--- config.mk ---
export PLATFORM = sky130hd
export DESIGN_NAME = retrig_oneshot
export DESIGN_NICKNAME = d
export VERILOG_FILES = /design/src/rtl/os_pkg.sv /design/src/rtl/os_sync.sv /design/src/rtl/os_trig_qual.sv /design/src/rtl/os_timer.sv /design/src/rtl/retrig_oneshot.sv
export SDC_FILE = /design/constraint.sdc
export NUM_CORES = 1
export LEC_CHECK = 0
export CAP_MARGIN = 20
export CORE_MARGIN = 5
export CORE_UTILIZATION = 58
export DETAILED_ROUTE_END_ITERATION = 16
export PLACE_DENSITY_LB_ADDON = 0.3
export SYNTH_ARGS = -nofsm -noshare
export SYNTH_HDL_FRONTEND = slang
export SYNTH_SLANG_ARGS = --single-unit
--- constraint.sdc ---
create_clock -name clk -period 3.9 [get_ports clk]
set_input_delay 0.39 -clock clk [delete_from_list [all_inputs] [get_ports clk]]
set_output_delay 0.39 -clock clk [all_outputs]
set_load 0.01 [all_outputs]
--- src/rtl/os_pkg.sv ---
`timescale 1ns/1ps
package os_pkg;
  typedef struct packed {
    logic fall_n;
    logic rise;
    logic clr_n;
  } os_in_t;

  localparam os_in_t OS_IDLE = '{fall_n: 1'b1, rise: 1'b0, clr_n: 1'b0};
endpackage

--- src/rtl/os_sync.sv ---
`timescale 1ns/1ps
module os_sync #(
  parameter int STAGES = 2,
  parameter int BITS   = 3,
  parameter logic [BITS-1:0] RST_VAL = '0
) (
  input  logic            clk,
  input  logic            rst,
  input  logic [BITS-1:0] din,
  output logic [BITS-1:0] dout
);
  localparam int LAST = STAGES - 1;

  logic [BITS-1:0] stage [STAGES];

  generate
    for (genvar k = 0; k < STAGES; k++) begin : g_stage
      if (k == 0) begin : g_first
        always_ff @(posedge clk) begin
          if (rst) stage[k] <= RST_VAL;
          else     stage[k] <= din;
        end
      end else begin : g_next
        always_ff @(posedge clk) begin
          if (rst) stage[k] <= RST_VAL;
          else     stage[k] <= stage[k-1];
        end
      end
    end
  endgenerate

  assign dout = stage[LAST];
endmodule

--- src/rtl/os_trig_qual.sv ---
`timescale 1ns/1ps
module os_trig_qual
  import os_pkg::*;
(
  input  logic   clk,
  input  logic   rst,
  input  os_in_t lvl,
  output logic   fire
);
  os_in_t prev;
  logic   fall_hit;
  logic   rise_hit;

  always_ff @(posedge clk) begin
    if (rst) prev <= OS_IDLE;
    else     prev <= lvl;
  end

  // falling edge counts only while the other input is low, rising only while the other is high
  assign fall_hit = prev.fall_n & ~lvl.fall_n & ~lvl.rise;
  assign rise_hit = ~prev.rise & lvl.rise & lvl.fall_n;
  // a releasing clear is already high here, so a coincident edge passes
  assign fire     = (fall_hit | rise_hit) & lvl.clr_n;

  // no trigger without a change of a trigger level
  p_edge_needed_r1: assert property (@(posedge clk) disable iff (rst)
    fire |-> ((lvl.fall_n != prev.fall_n) || (lvl.rise != prev.rise)));
  // no trigger while clear is held
  p_clear_blocks_r6: assert property (@(posedge clk) disable iff (rst)
    !lvl.clr_n |-> !fire);
endmodule

--- src/rtl/os_timer.sv ---
`timescale 1ns/1ps
module os_timer #(
  parameter int WIDTH_BITS = 16
) (
  input  logic                  clk,
  input  logic                  rst,
  input  logic                  clr_ok,
  input  logic                  fire,
  input  logic                  hold,
  input  logic [WIDTH_BITS-1:0] width,
  output logic                  pulse,
  output logic                  pulse_n
);
  localparam logic [WIDTH_BITS-1:0] ONE = WIDTH_BITS'(1);

  logic [WIDTH_BITS-1:0] cnt;
  logic [WIDTH_BITS-1:0] reload;
  logic                  accept;

  assign reload = (width == '0) ? '0 : width - ONE;
  assign accept = fire & ~(hold & pulse);

  always_ff @(posedge clk) begin
    if (rst || !clr_ok) begin
      pulse   <= 1'b0;
      pulse_n <= 1'b1;
      cnt     <= '0;
    end else if (accept) begin
      pulse   <= 1'b1;
      pulse_n <= 1'b0;
      cnt     <= reload;
    end else if (pulse) begin
      if (cnt == '0) begin
        pulse   <= 1'b0;
        pulse_n <= 1'b1;
      end else begin
        cnt <= cnt - ONE;
      end
    end
  end

  p_qn_inverse_r9: assert property (@(posedge clk) disable iff (rst)
    pulse_n == ~pulse);
  p_clear_forces_low_r6: assert property (@(posedge clk) disable iff (rst)
    !clr_ok |=> !pulse);
  p_start_needs_trigger_r7: assert property (@(posedge clk) disable iff (rst)
    $rose(pulse) |-> $past(fire));
  p_ends_at_zero_r1: assert property (@(posedge clk) disable iff (rst)
    (pulse && cnt == '0 && !accept && clr_ok) |=> !pulse);
  p_hold_counts_down_r5: assert property (@(posedge clk) disable iff (rst)
    (hold && pulse && cnt != '0 && clr_ok) |=> (pulse && cnt == $past(cnt) - ONE));
  p_retrig_keeps_high_r4: assert property (@(posedge clk) disable iff (rst)
    (accept && clr_ok) |=> pulse);
endmodule

--- src/rtl/retrig_oneshot.sv ---
`timescale 1ns/1ps
module retrig_oneshot
  import os_pkg::*;
#(
  parameter int WIDTH_BITS  = 16,
  parameter int SYNC_STAGES = 2
) (
  input  logic                  clk,
  input  logic                  rst,
  input  logic                  fire_fall_n,
  input  logic                  fire_rise,
  input  logic                  clr_n,
  input  logic                  hold_mode,
  input  logic [WIDTH_BITS-1:0] width,
  output logic                  q,
  output logic                  q_n
);
  localparam int IN_BITS = $bits(os_in_t);

  os_in_t raw;
  os_in_t lvl;
  logic   fire;

  assign raw = '{fall_n: fire_fall_n, rise: fire_rise, clr_n: clr_n};

  os_sync #(.STAGES(SYNC_STAGES), .BITS(IN_BITS), .RST_VAL(OS_IDLE)) u_sync (
    .clk (clk),
    .rst (rst),
    .din (raw),
    .dout(lvl)
  );

  os_trig_qual u_qual (
    .clk (clk),
    .rst (rst),
    .lvl (lvl),
    .fire(fire)
  );

  os_timer #(.WIDTH_BITS(WIDTH_BITS)) u_timer (
    .clk    (clk),
    .rst    (rst),
    .clr_ok (lvl.clr_n),
    .fire   (fire),
    .hold   (hold_mode),
    .width  (width),
    .pulse  (q),
    .pulse_n(q_n)
  );

  p_reset_idle_r11: assert property (@(posedge clk)
    $past(rst) |-> (!q && q_n));
endmodule

# After elaboration in Yosys (flattened, before gate mapping)
# Memory sizes are Yosys's and may differ from the RTL's.
# Index checks and enable logic that the tools add are counted.
# word_totals
ff_bits	20
latch_bits	0
mem_bits_rw	6
output_inout_bits	2
word_cells	46
mem_bits_ro	0
n_memories	1
# memory_table
memory	depth	word_bits	read_ports	rd_clocked_by_memory_dff	write_ports	line_no	text
u_sync.stage	2	3	2	0	2	os_sync.sv:14	logic [BITS-1:0] stage [STAGES];
# op_classes
muxes	15
n_div	0
shifts	0
bitwise_logic	14
n_eq_ne	1
n_reduce_logical	8
n_lt_le_gt_ge	0
addsub	2
n_mul	0
# ops
op	count
16-bit two-way mux	4
16-bit zero test	2
16-bit by 1-bit subtractor with 16-bit output (second input constant)	2
1-bit two-way mux	9
1-bit AND	7
3-bit two-way mux	2
1-bit NOT	4
2-bit AND reduction	2
2-bit nonzero test	2
1-bit OR	3
2-bit by 1-bit inequality test with 1-bit output (second input constant)	1
1-bit zero test	1
1-bit logical OR	1

# Longest topological paths before layout
# Gate-level depths: netlist of run 1.
# logic_depth
ltp_word	8
depth_mapped	8

# Hierarchy
# From an unflattened synthesis of run 1, not the netlist that was laid out.
# unflattened
cells_unflattened	190
hier_area_um2	1557.7
# by_module_without_submodules
mod	n_inst	cells_each	area_per_inst_um2
os_timer	1	171	1323.8
os_sync	1	12	157.7
os_trig_qual	1	7	76.3

# Worst setup path after synthesis of run 1
# Ideal clock, no wire load.
# synth_timing
kind	input-to-reg
startpoint	input width[0]
endpoint	register u_timer.cnt[10]
t_required_ns	3.778
slack_ns	2.161
n_path_buf	0
setup_time_ns	0.122
stages	7
arrival_ns	1.617
path_cell_list	inv_1 ha_1 nor4b_1 nand4_1 a31oi_1 a311oi_2 o32a_1
# synth_between
elab_chain_cells	3
elab_cells_between_ends	4
# synth_rtl
item	line_no	text
start: declaration	retrig_oneshot.sv:14	input logic [WIDTH_BITS-1:0] width,
16-bit by 1-bit subtractor with 16-bit output / 16-bit zero test (equally long branches)	os_timer.sv:20	assign reload = (width == '0) ? '0 : width - ONE;
16-bit two-way mux (*)	os_timer.sv:20	
16-bit two-way mux (*)	os_timer.sv:28	end else if (accept) begin
end signal: assignment	os_timer.sv:31	cnt <= reload;
end signal: assignment	os_timer.sv:37	cnt <= cnt - ONE;
end: declaration	os_timer.sv:16	logic [WIDTH_BITS-1:0] cnt;
# Mark *: on every way between the ends. The rest lies on a longest branch, timed or not.
# A chain may end at the register's enable or synchronous reset.

# Final worst setup path of run 1
# Same ends and word-level chain as after synthesis.

==> out/metrics.yaml, run 1 <==
rsz0062_at_grt: "no"
grt_pass1_wl_um: 7030
drt_iter0_drc: 98
finClkSkew_ps: 7.77
cts_sinks: 26
die_x_um: 62.9
cts_resized: 0
synth-xor-area-share_pct: 8.65
globalRouteTotalUtil_pct: 21.5
slew-limit-headroom_pct: 67.5
cap_violations: 0
synth_edf_count: 0
p_switching_w: 0.000112
setup_tns_ps: 0
areaGrowthSynthToFinish_pct: 17.6
grt_max_degree: 15
fin_area_sq_um: 1910
cts_made_buffers: 3
ys_seq_area_share_pct: 32.1
dr_wl_met2_um: 1960
syn_avg_cell_area_sq_um: 8.62
antenna_cells: 0
num_rows: 19
dr_total_vias: 1591
root_buffer: "clkbuf_4"
crit_arrival_ps: 2370
synth.most_common_cell: "dfxtp_1"
dieArea_sq_um: 3950
r2r_setup_slack_ps: 1890
drt-met1-wl_um: 1730
finalCritPeriodShare_pct: 54.5
seqPwrFrac_pct: 57.5
yosys.area.top_type: "dfxtp_1"
cp_slowest_cell: "clkdlybuf4s50_1"
p_comb_share_pct: 12.9
synth_warnings: 0
ios: 24
synth_top_family_by_area: "simple AND/OR/NAND/NOR gates"
async_flop_share_pct: 0
n_fill_cell: 228
path_max_fanout: 5
outcome: "complete, no violations"
netlist.area_leader.share_pct: 32.1
p_total_w: 0.000471
hp-class: "reg -> reg"
cts.htree.levels: 1
start_kind: "input port"
synthesis.area_sq_um: 1620
fin_ws_ps: 1770
placed_cell_area_sq_um: 1870
path_class: "in -> reg"
place_ws_ps: 1420
io_buffers: 23
synthMuxAreaShare_pct: 0.695
yosys.cell_types.count: 56
grt_overflow: 0
die_h_um: 62.9
synth-compound-area-share_pct: 18.0
cellPowerDensity_nw_per_um2: 247
peakVddDrop_mv: 0.229
drtAntennaViolNets: 0
worst_slew_pin_slew_ps: 485
rr_worst_depth: 5
max_stage_delay_ps: 460
cts_hold_buf: 0
synth_cells: 188
synth-adder-area-share_pct: 2.32
postCtsSetupBuffers: 0
wl_um: 4030
cts.clk_slew.worst_paths_ps: 140
drc: 0
drive_gt1_share_pct: 9.48
max_freq_ghz: 0.470
syn_nets: 213
whs_path_depth: 1
dp_hpwl_um: 3210
antenna_found_initial: 0
internal_power_w: 0.000359
place_congestion: 0.959
start_util_pct: 59.8
crit_chain: "clkdlybuf4s50_1 > inv_1 > ha_1 > nor4b_1 > nand4_1 > a31oi_1 > a311oi_2 > o32a_1"
required_ps: 4150
tritoncts: "done"
clockBufferDepth: 2
core-area_sq_um: 2710
grt_pass1_vias: 1600
drtPass1Iterations: 4
hold_viol_final: 0
via_per_inst: 6.57
top_layer_used: "met4"
wire_per_inst_um: 16.6
finalMaxSlewViolations: 0
wl_met3_um: 272
ys_ff_latch: 26
switching_share_pct: 23.8
cp-end-kind: "flip-flop"
min_period_ps: 2130
num-nets-final: 237
pwr-share-clk_pct: 29.6
synthSimpleGateAreaFrac_pct: 35.8
synth_area_leaders: "dfxtp_1, xnor2_1, xor2_1"
synth_flop_cell: "dfxtp_1"
setup_viol: 0
synth_common_cells: "dfxtp_1, a21oi_1, nand2_1, nor3_1, nor2_1"
p_leak_nw: 0.660
clk_latency_ps: 340
[cells by family (layout without fill, tap and decap cells)]
group           after synthesis  after routing
simple gates                 90             90
compound gates               43             43
flops                        26             26
buf+inv                       9             32
xor+xnor                     16             16
fa+ha+maj                     3              3
mux                           1              1
[final timing paths]
| kind | startpoint | to |
|---|---|---|
| worst max-delay path | width[0] | u_timer.cnt[10]$_SDFFE_PP0P_ |
| worst min register to register | u_sync.stage[0][2]$_SDFF_PP1_ | u_sync.stage[1][2]$_SDFF_PP1_ |
| worst min-delay path | u_sync.stage[0][2]$_SDFF_PP1_ | u_sync.stage[1][2]$_SDFF_PP1_ |
| worst max register to register | u_timer.cnt[7]$_SDFFE_PP0P_ | u_timer.cnt[13]$_SDFFE_PP0P_ |
[state kept, by name, summed over array words and instances (netlist names)]
signal           count
u_timer.pulse_n      1
u_timer.cnt         16
u_sync.stage         6
u_timer.pulse        1
u_qual.prev          2
[per-layer routing]
metal / global-route usage, % / vias up
li1: - / 757
met1: 26.5 / 755
met2: 37.2 / 72
met3: 2.52 / 7
met4: 9.55 / 0
met5: 0 / -
[area by class of cell]
type	instances	area, sq um	share of cell area, %
clock buffer	4	36.3	1.90
timing repair buffer	23	230	12.1
sequential	26	520	27.3
multi-input combinational	153	1060	55.7
inverter	5	18.8	0.985
tap	31	38.8	2.04
[power by group through the flow]
stage                      logic, W  registers (W)  clock network [W]
after global routing      0.0000659       0.000272           0.000154
after floorplan           0.0000245       0.000276                  0
final                     0.0000606       0.000271           0.000140
after global placement    0.0000577       0.000277                  0
after CTS                 0.0000603       0.000271           0.000139
after detailed placement  0.0000599       0.000277                  0
[placed cells by master (no fill, tap or decap), drive strengths merged, types with 2 or more instances in the layout]
cell           instances
dfxtp                 26
clkdlybuf4s50         23
a21oi                 13
nand2                 12
nor3                  12
nor2                  10
nor4                  10
o22ai                  9
xor2                   8
xnor2                  8
nor2b                  7
nand3                  6
and2                   6
inv                    5
nand4                  5
o21ai                  4
clkbuf                 4
nand2b                 3
or2                    3
ha                     3
nor3b                  2
o211a                  2
o211ai                 2
nand3b                 2
nor4b                  2
or3                    2
[per-stage QoR]
step | cells | hold slack, ps | util [%]
6_report | 242 | 428 | 70.3
3_5_place_dp | 238 | 400 | 69.0
2_1_floorplan | 188 | 389 | -
5_1_grt | 242 | 450 | 70.3
4_1_cts | 242 | 432 | 70.3
3_3_place_gp | 238 | 391 | 69.0
[critical path, delay by kind of cell]
kind	cells	cell delay [ps]
compound gates	3	630
simple gates	2	540
fa+ha+maj	1	260
buf+inv	2	540
(Power assumes the default switching activity.)
==> run 2: changes to the inputs <==
--- a/config.mk
+++ b/config.mk
@@ -7,7 +7,7 @@
 export LEC_CHECK = 0
 export CAP_MARGIN = 20
 export CORE_MARGIN = 5
-export CORE_UTILIZATION = 58
+export CORE_UTILIZATION = 48
 export DETAILED_ROUTE_END_ITERATION = 16
 export PLACE_DENSITY_LB_ADDON = 0.3
 export SYNTH_ARGS = -nofsm -noshare
==> constraint.sdc (replaced) <==
create_clock -name clk -period 1.8 [get_ports clk]
set_input_delay 0.18 -clock clk [delete_from_list [all_inputs] [get_ports clk]]
set_output_delay 0.18 -clock clk [all_outputs]
set_load 0.01 [all_outputs]
==> out/metrics.yaml, run 2 (same netlist as run 1, synthesis figures left out) <==
outcome: "complete, no violations"
fin_ws_ps: 26.3  # -1750 ps
antenna_found_initial: 0  # unchanged
n_fill_cell: 258  # +13%
path_class: "reg -> reg"
largest_reg_flops: 16  # unchanged
cts_made_buffers: 3  # unchanged
worst_slew_pin_slew_ps: 389  # -96.8 ps
setup.worst_path.end: "u_timer.cnt[9]$_SDFFE_PP0P_"
clk_latency_ps: 330  # about the same
ios: 24  # unchanged
hold_viol_final: 0  # unchanged
path_max_fanout: 4  # -1
place_ws_ps: -272  # -1700 ps
drive_gt1_share_pct: 34.1  # +25 points
clockBufferDepth: 2  # unchanged
r2r_start: "u_timer.cnt[7]$_SDFFE_PP0P_"
finalMaxSlewViolations: 0  # unchanged
die_x_um: 68.1  # +8.3%
crit_arrival_ps: 2000  # -370 ps
hold-worst-slack_ps: 384  # -43.9 ps
rsz0062_at_grt: "yes"
grt_max_degree: 16  # +1
die_h_um: 68.1  # +8.3%
wl_um: 4990  # +24%
cts.clk_slew.worst_paths_ps: 150  # about the same
multi_input_area_sq_um: 1170  # +10%
peakVddDrop_mv: 0.231  # +0.83%
cp_slowest_cell: "or4_4"
areaGrowthSynthToFinish_pct: 52.2
placed_cell_area_sq_um: 2280  # +22%
slew-limit-headroom_pct: 74.0  # +6.5 points
required_ps: 2020  # -2130 ps
cpLargestDelayFamily: "simple AND/OR/NAND/NOR gates"
antenna_cells: 0  # unchanged
cp-end-kind: "flip-flop"
largest-register: "u_timer.cnt"
cts_hold_buf: 0  # unchanged
start_util_pct: 48.9  # -11 points
r2r-end: "u_timer.cnt[9]$_SDFFE_PP0P_"
seq_area_sq_um: 529  # +1.7%
min_period_ps: 1770
dp_hpwl_um: 3880  # +21%
grt_overflow: 0  # unchanged
root_buffer: "clkbuf_4"
io_buffers: 23  # unchanged
hp-class: "in -> reg"
placed_cells: 304  # +28%
max_freq_ghz: 0.564
drtPass1Iterations: 4  # unchanged
r2r_setup_slack_ps: 30  # -1860 ps
p_leak_nw: 0.952  # +44%
setup_viol: 0  # unchanged
max_stage_delay_ps: 560  # +100 ps
num_rows: 21  # +2
final_cells: 310  # +28%
drc: 0  # unchanged
fin_area_sq_um: 2470  # +29%
crit_start: "u_timer.cnt[7]$_SDFFE_PP0P_"
cap_violations: 0  # unchanged
worst-path-buf-inv: 1  # -1
cts_sinks: 26  # unchanged
finalCritPeriodShare_pct: 98.5
finClkSkew_ps: 2.36  # -5.41 ps
grt_pass1_vias: 1730  # +8.1%
cellPowerDensity_nw_per_um2: 476  # +93%
globalRouteTotalUtil_pct: 22.8  # +1.3 points
wire_per_inst_um: 16.1  # -3.3%
dieArea_sq_um: 4640  # +17%
layout_common_cells: "buf_4, clkdlybuf4s50_1, dfxtp_1"
grt_pass1_wl_um: 7980  # +14%
drt_iter0_drc: 138  # +41%
cp_num_cells: 5  # -3
crit_chain: "or4_4 > buf_4 > nor3_1 > xnor2_1 > o22ai_1"
whs_path_depth: 2  # +1
drtAntennaViolNets: 0  # unchanged
top_regs: "u_timer.cnt: 16 flops, u_sync.stage: 6 flops, u_qual.prev: 2 flops"
cts.htree.levels: 1  # unchanged
start_kind: "flip-flop"
final_common_cell: "buf_4"
tritoncts: "done"
rr_worst_depth: 5  # unchanged
via_per_inst: 5.75  # -12%
dr_total_vias: 1784  # +12%
num-nets-final: 290  # +22%
core-area_sq_um: 3310  # +22%
place_congestion: 0.975  # +1.7%
run 2: how the worst min path moves through the flow:
stage	to	from
6_report	u_sync.stage[0][1]$_SDFF_PP0_	fire_rise
5_1_grt	u_sync.stage[0][1]$_SDFF_PP0_	fire_rise
4_1_cts	u_sync.stage[0][1]$_SDFF_PP0_	fire_rise
3_5_place_dp	u_sync.stage[1][2]$_SDFF_PP1_	u_sync.stage[0][2]$_SDFF_PP1_
3_3_place_gp	u_sync.stage[1][2]$_SDFF_PP1_	u_sync.stage[0][2]$_SDFF_PP1_
2_1_floorplan	u_qual.prev[1]$_SDFF_PP0_	rst
run 2: cell type report:
| type | instances | share of cell area [%] |
|---|---|---|
| inverters | 5 | 0.761 |
| repair buffers | 76 | 26.0 |
| flip-flops and latches | 26 | 21.5 |
| clock inverters | 1 | 1.22 |
| clock buffers | 3 | 0.913 |
| multi-input cells | 153 | 47.3 |
| well taps | 46 | 2.33 |
run 2: repair_timing:
item                                    in CTS  in global routing
resized for setup                            2                 24
endpoints found under the setup margin       2                 16
hold endpoints to repair                     0                  0
setup buffers                                0                  2
pin swaps                                    0                  7
run 2: report_power, final:
| part | total (W) | internal (W) | leakage [nW] | switching (W) |
|---|---|---|---|---|
| clock network | 0.000410 | 0.000225 | 0.0279 | 0.000185 |
| logic | 0.000178 | 0.000105 | 0.710 | 0.0000730 |
| registers | 0.000586 | 0.000582 | 0.214 | 0.00000414 |
run 2: layer usage:
layer / vias up / GRT usage, % / wire length (um)
met5: - / 0 / 0
met4: 0 / 7.69 / 93
met3: 10 / 1.81 / 232
met2: 70 / 39.6 / 2510
met1: 835 / 29.5 / 2160
li1: 869 / - / -
run 2: stage by stage:
| step | TNS [ps] | total power (W) | utilization (%) |
|---|---|---|---|
| finish | 0 | 0.00117 | 74.5 |
| global route | -152 | 0.00121 | 74.5 |
| CTS | 0 | 0.00117 | 70.9 |
| detailed placement | -2320 | 0.000774 | 69.0 |
| global placement | -1780 | 0.000768 | 69.0 |
| floorplan | 0 | 0.000652 | - |
==> run 3: changes to the inputs <==
--- a/config.mk
+++ b/config.mk
@@ -6,9 +6,11 @@
 export NUM_CORES = 1
 export LEC_CHECK = 0
 export CAP_MARGIN = 20
+export CORE_ASPECT_RATIO = 0.8
 export CORE_MARGIN = 5
 export CORE_UTILIZATION = 48
 export DETAILED_ROUTE_END_ITERATION = 16
+export MAX_ROUTING_LAYER = met4
 export PLACE_DENSITY_LB_ADDON = 0.3
 export SYNTH_ARGS = -nofsm -noshare
 export SYNTH_HDL_FRONTEND = slang
==> out/metrics.yaml, run 3 (same netlist as run 1, synthesis figures left out) <==
cp-end-kind: "flip-flop"
tritoncts: "done"
start_util_pct: 51.0  # +2.1 points
rsz0062_at_grt: "yes"
min_period_ps: 1820  # +50.3 ps
drc: 0  # unchanged
peakVddDrop_mv: 0.399  # +73%
rr_worst_depth: 6  # +1
dp_hpwl_um: 3900  # +0.52%
final_common_cell: "buf_4"
worst_slew_pin_slew_ps: 455  # +66.3 ps
finalMaxSlewViolations: 0  # unchanged
dieArea_sq_um: 4640  # +0.15%
path_max_fanout: 5  # +1
n_fill_cell: 203  # -21%
required_ps: 1970  # -50 ps
top_regs: "u_timer.cnt: 16 flops, u_sync.stage: 6 flops, u_qual.prev: 2 flops"
drtAntennaViolNets: 0  # unchanged
p_total_w: 0.00116  # -1.5%
antenna_cells: 0  # unchanged
max_freq_ghz: 0.548  # -2.8%
worstHoldEndpoint: "u_sync.stage[1][2]$_SDFF_PP1_"
areaGrowthSynthToFinish_pct: 50.0
r2r_start: "u_timer.cnt[7]$_SDFFE_PP0P_"
setup_tns_ps: -24.0  # -24.0 ps
place_ws_ps: -344  # -72.0 ps
cap_violations: 0  # unchanged
largest-register: "u_timer.cnt"
drtPass1Iterations: 4  # unchanged
wl_um: 5380  # +7.7%
cp_slowest_cell: "clkdlybuf4s50_1"
path_class: "in -> reg"
antenna_found_initial: 0  # unchanged
core-area_sq_um: 3180  # -4.1%
crit_arrival_ps: 1990  # about the same
cts.htree.levels: 1  # unchanged
layout_common_cells: "buf_4, dfxtp_1, clkdlybuf4s50_1"
die_x_um: 75.0  # +10%
seq_area_sq_um: 524  # -0.95%
hp-class: "reg -> reg"
multi_input_area_sq_um: 1160  # -0.96%
num-nets-final: 289  # -0.34%
dr_total_vias: 1796  # +0.67%
largest_reg_flops: 16  # unchanged
grt_pass1_wl_um: 8250  # +3.3%
r2r_setup_slack_ps: 30  # about the same
drive_gt1_share_pct: 33.8  # -0.25 points
grt_pass1_vias: 1828  # +5.7%
grt_overflow: 0  # unchanged
fin_area_sq_um: 2430  # -1.4%
crit_chain: "clkdlybuf4s50_1 > inv_1 > ha_1 > nor4b_2 > nand4_1 > buf_4 > a31oi_1 > a311oi_2 > o32a_1"
cts_made_buffers: 3  # unchanged
ios: 24  # unchanged
cts_hold_buf: 0  # unchanged
wire_per_inst_um: 17.7  # +10%
clk_latency_ps: 280  # -50 ps
finalCritPeriodShare_pct: 101  # +2.8 points
fin_util_pct: 76.6  # +2.1 points
die_h_um: 62.0  # -9.0%
cts_sinks: 26  # unchanged
outcome: "finished, violations left"
p_leak_nw: 0.969  # +1.8%
grt_max_degree: 15  # -1
drt_iter0_drc: 109  # -21%
globalRouteTotalUtil_pct: 24.1  # +1.3 points
cts.clk_slew.worst_paths_ps: 90  # -60 ps
root_buffer: "clkbuf_8"
via_per_inst: 5.93  # +3.0%
slew-limit-headroom_pct: 69.4  # -4.6 points
crit_start: "width[1]"
setup_viol: 1  # +1
io_buffers: 23  # unchanged
placed_cell_area_sq_um: 2250  # -1.5%
max_stage_delay_ps: 430  # -130 ps
whs_path_depth: 1  # -1
cellPowerDensity_nw_per_um2: 476  # about the same
fin_ws_ps: -24.0  # -50.3 ps
holdCritStartpoint: "u_sync.stage[0][2]$_SDFF_PP1_"
hold_viol_final: 0  # unchanged
r2r-end: "u_timer.cnt[13]$_SDFFE_PP0P_"
finClkSkew_ps: 5.70  # +3.34 ps
clockBufferDepth: 2  # unchanged
place_congestion: 0.987  # +1.2%
start_kind: "input port"
violations: "setup timing"
num_rows: 18  # -14%
## run 3: changes by cell type in the layout (fill, tap and decap cells not counted), sizes merged
cell / before / now
dlymetal6s2s: 0 / 1
buf: 53 / 52
bufinv: 1 / 0
clkbuf: 3 / 4
clkdlybuf4s50: 23 / 22
## run 3: power by group
group          switching, W  internal [W]
sequential       0.00000380      0.000583
clock              0.000193      0.000196
combinational     0.0000771      0.000105
total              0.000274      0.000883
## run 3: timing repair
item                       4_1_cts  5_1_grt
resized for setup                5       23
cloned                           0        0
pin swaps                        0        4
setup buffers                    0        3
setup endpoints to repair        3       15
## run 3: cell type report
| type | count | area share, % |
|---|---|---|
| Tap cell | 40 | 2.06 |
| Timing Repair Buffer | 75 | 25.8 |
| Multi-Input combinational cell | 153 | 47.6 |
| Inverter | 5 | 0.772 |
| Clock buffer | 4 | 2.26 |
| Sequential cell | 26 | 21.6 |
## run 3: worst max-delay path, delay by kind of cell
kind                       cells  cell delay (ps)
and+or+nand+nor                2              410
buffers and inverters          3              700
adders and majority gates      1              160
AOI/OAI and AO/OA              3              540
## run 3: worst max path at each step
stage / end / cells past startpoint
2_1_floorplan: u_timer.cnt[15]$_SDFFE_PP0P_ / 8
4_1_cts: u_timer.cnt[10]$_SDFFE_PP0P_ / 8
5_1_grt: u_timer.cnt[10]$_SDFFE_PP0P_ / 7
3_5_place_dp: u_timer.cnt[10]$_SDFFE_PP0P_ / 7
6_report: u_timer.cnt[10]$_SDFFE_PP0P_ / 9
3_3_place_gp: u_timer.cnt[10]$_SDFFE_PP0P_ / 8
## run 3: through the flow
stage	std cells	hold slack [ps]
detailed placement	296	405
finish	303	424
global placement	296	393
CTS	300	426
floorplan	188	252
global route	303	456
## run 3: metal layers
metal,vias to the layer above,GRT usage [%],routed length (um)
met5,-,-,0
met3,13,3.70,360
met1,833,27.3,2180
li1,863,-,-
met4,0,9.14,108
met2,87,43.2,2730
